<file path="config.mk">
export PLATFORM = sky130hd
export DESIGN_NAME = ivl_timer
export DESIGN_NICKNAME = d
export VERILOG_FILES = /design/src/rtl/ivl_timer_pkg.sv /design/src/rtl/ivl_timer_rst_sync.sv /design/src/rtl/ivl_timer_regs.sv /design/src/rtl/ivl_timer_core.sv /design/src/rtl/ivl_timer.sv
export SDC_FILE = /design/constraint.sdc
export NUM_CORES = 1
export LEC_CHECK = 0
export ABC_AREA = 1
export BUFFER_PORTS_ARGS = -buffer_cell sky130_fd_sc_hd__buf_2
export CAP_MARGIN = 20
export CORE_ASPECT_RATIO = 2
export CORE_MARGIN = 1.5
export CORE_UTILIZATION = 50
export DETAILED_ROUTE_END_ITERATION = 10
export GPL_ROUTABILITY_DRIVEN = 0
export GPL_TIMING_DRIVEN = 0
export PLACE_DENSITY = 0.72
export SETUP_SLACK_MARGIN = 0.3
export SLEW_MARGIN = 10
export SYNTH_ARGS = -nofsm -noshare
export SYNTH_HDL_FRONTEND = slang
export SYNTH_SLANG_ARGS = --single-unit
</file>
<file path="constraint.sdc">
create_clock -name clk -period 1.65 [get_ports clk]
set_input_delay 0.33 -clock clk [delete_from_list [all_inputs] [get_ports clk]]
set_output_delay 0.33 -clock clk [all_outputs]
set_load 0.05 [all_outputs]
</file>
<file path="src/rtl/ivl_timer_pkg.sv">
`timescale 1ns/1ps
package ivl_timer_pkg;
  // Register offsets; the low/high pairing is decoded by the register block
  localparam int unsigned OFS_CNT_LO = 4;
  localparam int unsigned OFS_CNT_HI = 5;
  localparam int unsigned OFS_LAT_LO = 6;
  localparam int unsigned OFS_LAT_HI = 7;

  typedef struct packed {
    logic lat_lo_wr;   // latch bits 7:0 written
    logic lat_hi_wr;   // latch bits 15:8 written (clears flag)
    logic start;       // counter load and arm
    logic cnt_lo_rd;   // counter low read (clears flag)
  } bus_ev_t;
endpackage

</file>
<file path="src/rtl/ivl_timer_rst_sync.sv">
`timescale 1ns/1ps
module ivl_timer_rst_sync #(
  parameter int unsigned STAGES = 2
) (
  input  logic clk,
  input  logic rst_n,
  output logic rst_s_n
);
  logic [STAGES-1:0] sh_q;

  generate
    if (STAGES == 1) begin : g_one
      always_ff @(posedge clk or negedge rst_n) begin
        if (!rst_n) sh_q <= 1'b0;
        else        sh_q <= 1'b1;
      end
    end else begin : g_chain
      always_ff @(posedge clk or negedge rst_n) begin
        if (!rst_n) sh_q <= '0;
        else        sh_q <= {sh_q[STAGES-2:0], 1'b1};
      end
    end
  endgenerate

  assign rst_s_n = sh_q[STAGES-1];
endmodule

</file>
<file path="src/rtl/ivl_timer_regs.sv">
`timescale 1ns/1ps
module ivl_timer_regs
  import ivl_timer_pkg::*;
#(
  parameter int unsigned DATA_W = 8,
  parameter int unsigned ADDR_W = 4,
  localparam int unsigned CNT_W = 2 * DATA_W
) (
  input  logic              clk,
  input  logic              rst_n,
  input  logic              cs_i,
  input  logic              we_i,
  input  logic [ADDR_W-1:0] addr_i,
  input  logic [DATA_W-1:0] wdata_i,
  input  logic [CNT_W-1:0]  cnt_i,
  output bus_ev_t           ev_o,
  output logic [CNT_W-1:0]  lat_o,
  output logic [CNT_W-1:0]  lat_nxt_o,
  output logic [DATA_W-1:0] rdata_o
);
  localparam int unsigned LANES = CNT_W / DATA_W;

  logic              wr_acc, rd_acc;
  logic              hit_cl, hit_ch, hit_ll, hit_lh;
  bus_ev_t           ev;
  logic [LANES-1:0]  lane_we;
  logic [CNT_W-1:0]  lat_q, lat_d;
  logic [DATA_W-1:0] rdata_q, rdata_d;

  // Decode
  always_comb begin
    wr_acc = cs_i && we_i;
    rd_acc = cs_i && !we_i;
    hit_cl = (addr_i == ADDR_W'(OFS_CNT_LO));
    hit_ch = (addr_i == ADDR_W'(OFS_CNT_HI));
    hit_ll = (addr_i == ADDR_W'(OFS_LAT_LO));
    hit_lh = (addr_i == ADDR_W'(OFS_LAT_HI));
    ev.lat_lo_wr = wr_acc && (hit_cl || hit_ll);
    ev.lat_hi_wr = wr_acc && (hit_ch || hit_lh);
    ev.start     = wr_acc && hit_ch;
    ev.cnt_lo_rd = rd_acc && hit_cl;
  end

  assign lane_we = {ev.lat_hi_wr, ev.lat_lo_wr};

  // Latch byte lanes
  generate
    for (genvar g = 0; g < LANES; g++) begin : g_lane
      assign lat_d[g*DATA_W +: DATA_W] =
        lane_we[g] ? wdata_i : lat_q[g*DATA_W +: DATA_W];
    end
  endgenerate

  always_ff @(posedge clk or negedge rst_n) begin
    if (!rst_n)               lat_q <= '0;
    else if (|lane_we)        lat_q <= lat_d;
  end

  // Read mux, registered
  always_comb begin
    rdata_d = '0;
    if (hit_cl)      rdata_d = cnt_i[DATA_W-1:0];
    else if (hit_ch) rdata_d = cnt_i[CNT_W-1:DATA_W];
    else if (hit_ll) rdata_d = lat_q[DATA_W-1:0];
    else if (hit_lh) rdata_d = lat_q[CNT_W-1:DATA_W];
  end

  always_ff @(posedge clk or negedge rst_n) begin
    if (!rst_n)      rdata_q <= '0;
    else if (rd_acc) rdata_q <= rdata_d;
  end

  assign ev_o      = ev;
  assign lat_o     = lat_q;
  assign lat_nxt_o = lat_d;
  assign rdata_o   = rdata_q;
endmodule

</file>
<file path="src/rtl/ivl_timer_core.sv">
`timescale 1ns/1ps
module ivl_timer_core
  import ivl_timer_pkg::*;
#(
  parameter int unsigned CNT_W = 16
) (
  input  logic             clk,
  input  logic             rst_n,
  input  logic             tick_i,
  input  logic             free_run_i,
  input  bus_ev_t          ev_i,
  input  logic [CNT_W-1:0] lat_i,
  input  logic [CNT_W-1:0] lat_nxt_i,
  output logic [CNT_W-1:0] cnt_o,
  output logic             run_o,
  output logic             flag_o
);
  logic [CNT_W-1:0] cnt_q, cnt_d;
  logic             run_q, run_d;
  logic             flag_q, flag_d;
  logic             step, uflow, cnt_en;

  always_comb begin
    step   = run_q && tick_i;
    uflow  = step && (cnt_q == '0);
    cnt_d  = cnt_q;
    run_d  = run_q;
    if (ev_i.start) begin
      cnt_d = lat_nxt_i;
      run_d = 1'b1;
    end else if (step) begin
      if (cnt_q == '0) begin
        if (free_run_i) begin
          cnt_d = lat_i;
        end else begin
          cnt_d = '1;
          run_d = 1'b0;
        end
      end else begin
        cnt_d = cnt_q - 1'b1;
      end
    end
    cnt_en = ev_i.start || step;

    flag_d = flag_q;
    if (uflow)                                flag_d = 1'b1;
    else if (ev_i.lat_hi_wr || ev_i.cnt_lo_rd) flag_d = 1'b0;
  end

  always_ff @(posedge clk or negedge rst_n) begin
    if (!rst_n) begin
      cnt_q <= '0;
      run_q <= 1'b0;
    end else if (cnt_en) begin
      cnt_q <= cnt_d;
      run_q <= run_d;
    end
  end

  always_ff @(posedge clk or negedge rst_n) begin
    if (!rst_n) flag_q <= 1'b0;
    else        flag_q <= flag_d;
  end

  assign cnt_o  = cnt_q;
  assign run_o  = run_q;
  assign flag_o = flag_q;
endmodule

</file>
<file path="src/rtl/ivl_timer.sv">
`timescale 1ns/1ps
module ivl_timer
  import ivl_timer_pkg::*;
#(
  parameter int unsigned DATA_W      = 8,
  parameter int unsigned ADDR_W      = 4,
  parameter int unsigned SYNC_STAGES = 2,
  localparam int unsigned CNT_W      = 2 * DATA_W
) (
  input  logic              clk,
  input  logic              rst_n,
  input  logic              tick_en,
  input  logic              free_run,
  input  logic              cs,
  input  logic              we,
  input  logic [ADDR_W-1:0] addr,
  input  logic [DATA_W-1:0] wdata,
  output logic [DATA_W-1:0] rdata,
  output logic              irq
);
  logic             rst_s_n;
  bus_ev_t          ev_w;
  logic [CNT_W-1:0] lat_w, lat_nxt_w, cnt_w;
  logic             run_w, flag_w;

  ivl_timer_rst_sync #(.STAGES(SYNC_STAGES)) u_rst (
    .clk     (clk),
    .rst_n   (rst_n),
    .rst_s_n (rst_s_n)
  );

  ivl_timer_regs #(.DATA_W(DATA_W), .ADDR_W(ADDR_W)) u_regs (
    .clk       (clk),
    .rst_n     (rst_s_n),
    .cs_i      (cs),
    .we_i      (we),
    .addr_i    (addr),
    .wdata_i   (wdata),
    .cnt_i     (cnt_w),
    .ev_o      (ev_w),
    .lat_o     (lat_w),
    .lat_nxt_o (lat_nxt_w),
    .rdata_o   (rdata)
  );

  ivl_timer_core #(.CNT_W(CNT_W)) u_core (
    .clk        (clk),
    .rst_n      (rst_s_n),
    .tick_i     (tick_en),
    .free_run_i (free_run),
    .ev_i       (ev_w),
    .lat_i      (lat_w),
    .lat_nxt_i  (lat_nxt_w),
    .cnt_o      (cnt_w),
    .run_o      (run_w),
    .flag_o     (flag_w)
  );

  assign irq = flag_w;
endmodule

</file>
== Word level (Yosys, flattened, before mapping) ==
Cells that the tools add are included.
Operators by class
  $add $sub $neg: 1
  eq/ne operators: 5
  multiplexer cells: 16
  reductions and logical operators: 20
Operator list (count)
  2-to-1 mux 16 bit: 4
  2-to-1 mux 8 bit: 6
  equality test 4 x 3 -> 1 bit, second input constant: 4
  logical NOT 16 bit: 1
  subtractor 16 x 1 -> 16 bit, second input constant: 1
  logical AND 1 bit: 8
  2-to-1 mux 1 bit: 6
  nonzero test 2 bit: 3
  logical OR 1 bit: 4
  AND reduction 4 bit: 1
  != test 2 x 1 -> 1 bit, second input constant: 1
  AND reduction 2 bit: 1
  OR reduction 2 bit: 1
  logical NOT 1 bit: 1
Word-level totals
  register bits after elaboration: 44
  input port bits: 18
  output and inout port bits: 9
  word-level logic and storage cells: 48

== Longest topological paths before layout ==
  depth after elaboration: 6
  gate-level depth with buffers: 12

== Hierarchy ==
A second synthesis with hierarchy kept.
Second synthesis, totals
  cells, all modules: 502
  area, all modules: 3200.6 um^2
Modules (own cells, without submodules)
  ivl_timer_core: instances 1, cells each 282, area each 1741.7 um^2, sequential area each 450.4 um^2
  ivl_timer_regs: instances 1, cells each 217, area each 1405.1 um^2, sequential area each 600.6 um^2
  ivl_timer_rst_sync: instances 1, cells each 3, area each 53.8 um^2, sequential area each 50.0 um^2

== Worst setup path after synthesis ==
Ideal clock, no wire load.
  path kind: register -> register
  start point: register u_core.cnt_q[0] (netlist: u_core.cnt_o[0])
  end point: register u_core.run_q (netlist: u_core.run_o)
  library setup time: 0.121 ns
  data arrival time: 1.393 ns
  slack: 0.136 ns
  stages on the path, launching flop included: 10
  cells stage by stage: dfrtp_1 > inv_1 > ha_1 > nand3_1 > nor2_4 > nand2_4 > inv_2 > nand2_1 > o21ai_1 > nand2_1
Between the ends
  word-level cells in the longest chain between the ends: 3
Ends and longest elaborated chain
  start: declaration: RTL line ivl_timer_core.sv:18  | logic [CNT_W-1:0] cnt_q, cnt_d;
  start signal: assignment: RTL line ivl_timer_core.sv:55  | cnt_q <= cnt_d;
  logical NOT 16 bit: RTL line ivl_timer_core.sv:32  | if (cnt_q == '0) begin
  nonzero test 2 bit (no source line)
  AND reduction 4 bit (no source line)
  end signal: assignment: RTL line ivl_timer_core.sv:56  | run_q <= run_d;
  end: declaration: RTL line ivl_timer_core.sv:19  | logic run_q, run_d;
Every way passes these cells.
A chain may end at the register's enable or synchronous reset.

== Final worst setup path ==
  start point: register u_core.cnt_q[2] (netlist: u_core.cnt_o[2])
  end point: register u_core.cnt_q[2] (netlist: u_core.cnt_o[2])
Between the ends
  word-level cells in the longest chain between the ends: 4
  elaborated cells on any way between the ends: 5
Ends and longest elaborated chain
  subtractor 16 x 1 -> 16 bit / logical NOT 16 bit (equally long branches): RTL line ivl_timer_core.sv:40, ivl_timer_core.sv:32
  2-to-1 mux 16 bit *: RTL line ivl_timer_core.sv:32
  2-to-1 mux 16 bit *: RTL line ivl_timer_core.sv:31  | end else if (step) begin
  2-to-1 mux 16 bit *: RTL line ivl_timer_core.sv:28  | if (ev_i.start) begin
Mark *: on every way between the ends. The rest lies on a longest branch, timed or not. The select of a mux whose other input is x is not followed.

==> impl_summary.txt <==
----------------------------------------------------
[Synthesis]
  Post-Synthesis Cell Area ... 2861 µm²
  Cell type with the highest aggregate area in the netlist ... sky130_fd_sc_hd__dfrtp_1
  Number of storage elements in the synthesis netlist ... 44
  Number of instances in the synthesized netlist ... 432
  Sequential-to-total area share from yosys stat ... 38.48%
  Yosys top cell area share ... 38.48%
  Post-synth net total ... 452
  Number of warnings issued by yosys ... 0
  Top post-synthesis cells by area ... sky130_fd_sc_hd__dfrtp_1 (38%), sky130_fd_sc_hd__nand2_1 (18%), sky130_fd_sc_hd__inv_1 (7.9%)
  Average footprint of a synthesized cell ... 6.624 µm²
  Netlist cell types ... 27

[Drt]
  Via-per-instance ratio ... 5.667
  DR DRC count ... 0
  Total via count in the routed design ... 3117
  Average wire length per cell after detail routing ... 17.06 µm
  Number of antenna-violating nets in the routed design ... 0
  Drt initial violations ... 246
  Total Routed Length ... 9384 µm
  Number of detailed-route iterations in the first pass ... 5

[Placed design]
  Dpl hpwl ... 6532 µm
  Cells after DPL ... 519
  # port buffers ... 26
  Post-Place Worst Slack ... -111.5 ps
  Instance area at placement ... 3118 µm²

[Final layout]
  Leading cell types in the layout, fill and taps excluded ... sky130_fd_sc_hd__nand2_1 (130), sky130_fd_sc_hd__inv_1 (58), sky130_fd_sc_hd__o21ai_0 (35), sky130_fd_sc_hd__dfrtp_1 (35), sky130_fd_sc_hd__nand3_1 (33)
  Leading cell type in the layout, fill and taps excluded ... sky130_fd_sc_hd__nand2_1
  Final Cell Area ... 3590 µm²
  Fraction of layout instances using a drive strength above 1 ... 24.69%
  Fill cell total of the finished layout ... 486
  Number of cells in the finished layout apart from fillers ... 550
  Antenna cell count ... 0
  Fin nets ... 509
  Area added between synthesis and finish ... 25.45%

[Global route]
  Overall track demand over capacity in global routing ... 31.26%
  Gr ovfl total ... 0
  Global-route wire length before repair ... 14550 µm
  Vias in the first global route ... 2873
  Pin count of the biggest net entering global routing ... 30
  Initial antenna violation count ... 0

[Pwr]
  Largest vdd supply drop ... 0.001194 V
  Power density over cell area ... 1508 nW/µm²
  Proportion of power drawn by flip-flops and latches ... 31.6%
  Clock share of power ... 14.0%
  Logic pwr share ... 54.4%
  Total power of the final layout ... 5.414 mW
  Net Sw Frac ... 47.06%
  Cell internal pwr ... 2.866 mW
  Leakage power ... 1.876 nW
  Net switching power ... 2.548 mW

[STA]
  Relative slew slack ... 61.68%
  Final critical-path setup slack ... -4.100 ps
  Peak clock frequency supported by timing ... 604.6 MHz
  Slew of the pin with the lowest slew margin ... 574.8 ps
  Hold violation count in the final report ... 0
  Unrepaired setup endpoints after global routing ... yes
  Clock Skew ... 14.18 ps
  Ratio of final minimum period to clock period ... 100.2%
  Final critical delay including setup and external delays ... 1654 ps
  Final Setup Violations ... 1
  Final Max Slew Viols ... 0

[Floorplan]
  Core Footprint ... 5468 µm²
  Die Wd ... 56.49 µm
  Initial core utilization ... 52.33%
  # IOs ... 27
  Die Y ... 110.0 µm
  Full die area ... 6213 µm²
  FP Rows ... 38

[Clock tree]
  Number of sinks on the clock net ... 44
  Clock transition at the registers of the reported paths ... 80 ps
  Inserted Clock Buffers ... 5
  CTS H-tree lvls ... 2
  Clk_lat worst skew ... 310 ps
  Clock root buffer ... sky130_fd_sc_hd__clkbuf_8
  Clock tree buffer depth ... 2
  CTS tree ... yes

[Setup path]
  Number of buffer and inverter stages on the critical path ... 1
  Largest incremental delay on the critical path ... 460 ps
  Flop-to-flop setup slack ... -4 ps
  Worst Path Arrival ... 1900 ps
  Cell count of the worst reg-to-reg path ... 8
  Reg-to-Reg End ... u_core.cnt_o[2]
  Dominant delay contributor by cell family on the critical path ... simple AND/OR/NAND/NOR gates
  Startpoint class of the critical path ... flop
  Logic depth of the worst setup path including buffers ... 8
  Largest fanout on the critical path ... 6
  Cell Chain, Critical Path ... nor2_4 -> nand2_1 -> nor2_4 -> nand2_4 -> buf_6 -> o21ai_2 -> nand2_1 -> nand3_1
  Type of destination of the critical path ... flop
  Launch point of the worst reg-to-reg path ... u_core.cnt_o[2]
  WS Path Type ... reg -> reg
  Slowest stage cell on the critical path ... sky130_fd_sc_hd__dfrtp_2
  Worst Path Required ... 1890 ps

[Flow run]
  Max-capacitance violation count ... 0

[Hold path]
  Type of the tightest min-delay check ... reg -> async

[Status]
  Run status ... finished, violations left
  Failing checks ... negative setup slack

----------------------------------------------------
## cells in the mapped netlist (all sizes together)
cell type	n
nand2	140
inv	63
nor2	46
nand3	45
dfrtp	44
o21ai	39
nor3	17
buf	8
o211ai	7
o21a	7
clkinv	4
clkbuf	3
nand4	3
ha	2
xor2	2
a21oi	1
conb	1
## layer usage
layer / part of all wire [%] / vias up / GRT usage [%] / wire length, µm
met4: 6.4 / 0 / 17.69 / 597
li1: - / 1472 / - / -
met3: 6.2 / 56 / 4.201 / 581
met2: 52 / 182 / 55.65 / 4879
met1: 35 / 1407 / 35.27 / 3326
met5: 0 / - / 0 / 0
## logic make-up (layout without fill, tap and decap cells)
group                      count (synthesis)  after routing  synth area share [%]
DFF                                       44             44                 38.48
AOI/OAI and AO/OA                         54             54                 10.67
buffers and inverters                     78            134                 11.02
and+or+nand+nor                          251            253                 38.22
xor gates and xnor gates                   2              2                0.6123
adders and majority gates                  2              2                0.8744
other                                      1              1                0.1311
## power by group through the flow
stage / Combinational (mW) / Clock, mW / Sequential [mW]
finish: 2.94 / 0.760 / 1.71
global placement: 2.07 / 0 / 1.67
detailed placement: 2.14 / 0 / 1.67
floorplan: 1.52 / 0 / 1.73
CTS: 2.49 / 0.782 / 1.67
global route: 3.19 / 0.823 / 1.74
## flip-flops by register name, indices dropped and copies added, names as in the netlist
register and cells:
u_regs.lat_o 16, u_regs.rdata_o 8, u_core.run_o 1, u_rst.sh_q 2, u_core.flag_o 1, u_core.cnt_o 16
## worst max-delay path by stage
stage | from | slack (ps) | end
3_5_place_dp | addr[3] | -110 | u_core.cnt_o[6]
4_1_cts | u_core.cnt_o[0] | 80 | u_core.cnt_o[2]
5_1_grt | u_core.cnt_o[2] | -60 | u_core.cnt_o[2]
3_3_place_gp | u_rst.sh_q[1] | -180 | u_core.cnt_o[15]
6_report | u_core.cnt_o[2] | -4 | u_core.cnt_o[2]
2_1_floorplan | u_core.cnt_o[0] | 250 | u_core.cnt_o[2]
## worst register-to-register path: stages, from the launching register on
cell	delay (ps)
sky130_fd_sc_hd__dfrtp_2	460
sky130_fd_sc_hd__nor2_4	200
sky130_fd_sc_hd__nand2_1	120
sky130_fd_sc_hd__nor2_4	200
sky130_fd_sc_hd__nand2_4	160
sky130_fd_sc_hd__buf_6	170
sky130_fd_sc_hd__o21ai_2	100
sky130_fd_sc_hd__nand2_1	90
sky130_fd_sc_hd__nand3_1	90
## stage by stage
stage / utilization (%) / setup TNS [ps] / hold slack [ps]
3_5_place_dp: 57.03 / -655.0 / 116.9
5_1_grt: 65.65 / -196.1 / 195.7
4_1_cts: 62.17 / 0 / 183.3
6_report: 65.65 / -4.100 / 172.1
2_1_floorplan: - / 0 / 34.41
3_3_place_gp: 56.64 / -7879 / 112.9
## cell type report
type / instances / area [µm²] / area share [%]
clock buffer: 8 / 100.1 / 2.788
multi-input combinational: 312 / 1645 / 45.83
buffer: 11 / 65.06 / 1.812
sequential: 44 / 1112 / 30.99
timing repair buffer: 48 / 332.8 / 9.272
tap: 60 / 75.07 / 2.091
inverter: 67 / 259.0 / 7.215
## timing repair
item / CTS / global route
hold buffers: 1 / 0
endpoints found under the hold margin: 2 / 0
setup endpoints to repair: 19 / 21
buffers inserted: 7 / 12
gates cloned: 3 / 0
gates resized for setup: 27 / 31
pin swaps: 12 / 18
No activity file was read; power rests on OpenSTA's default activity.
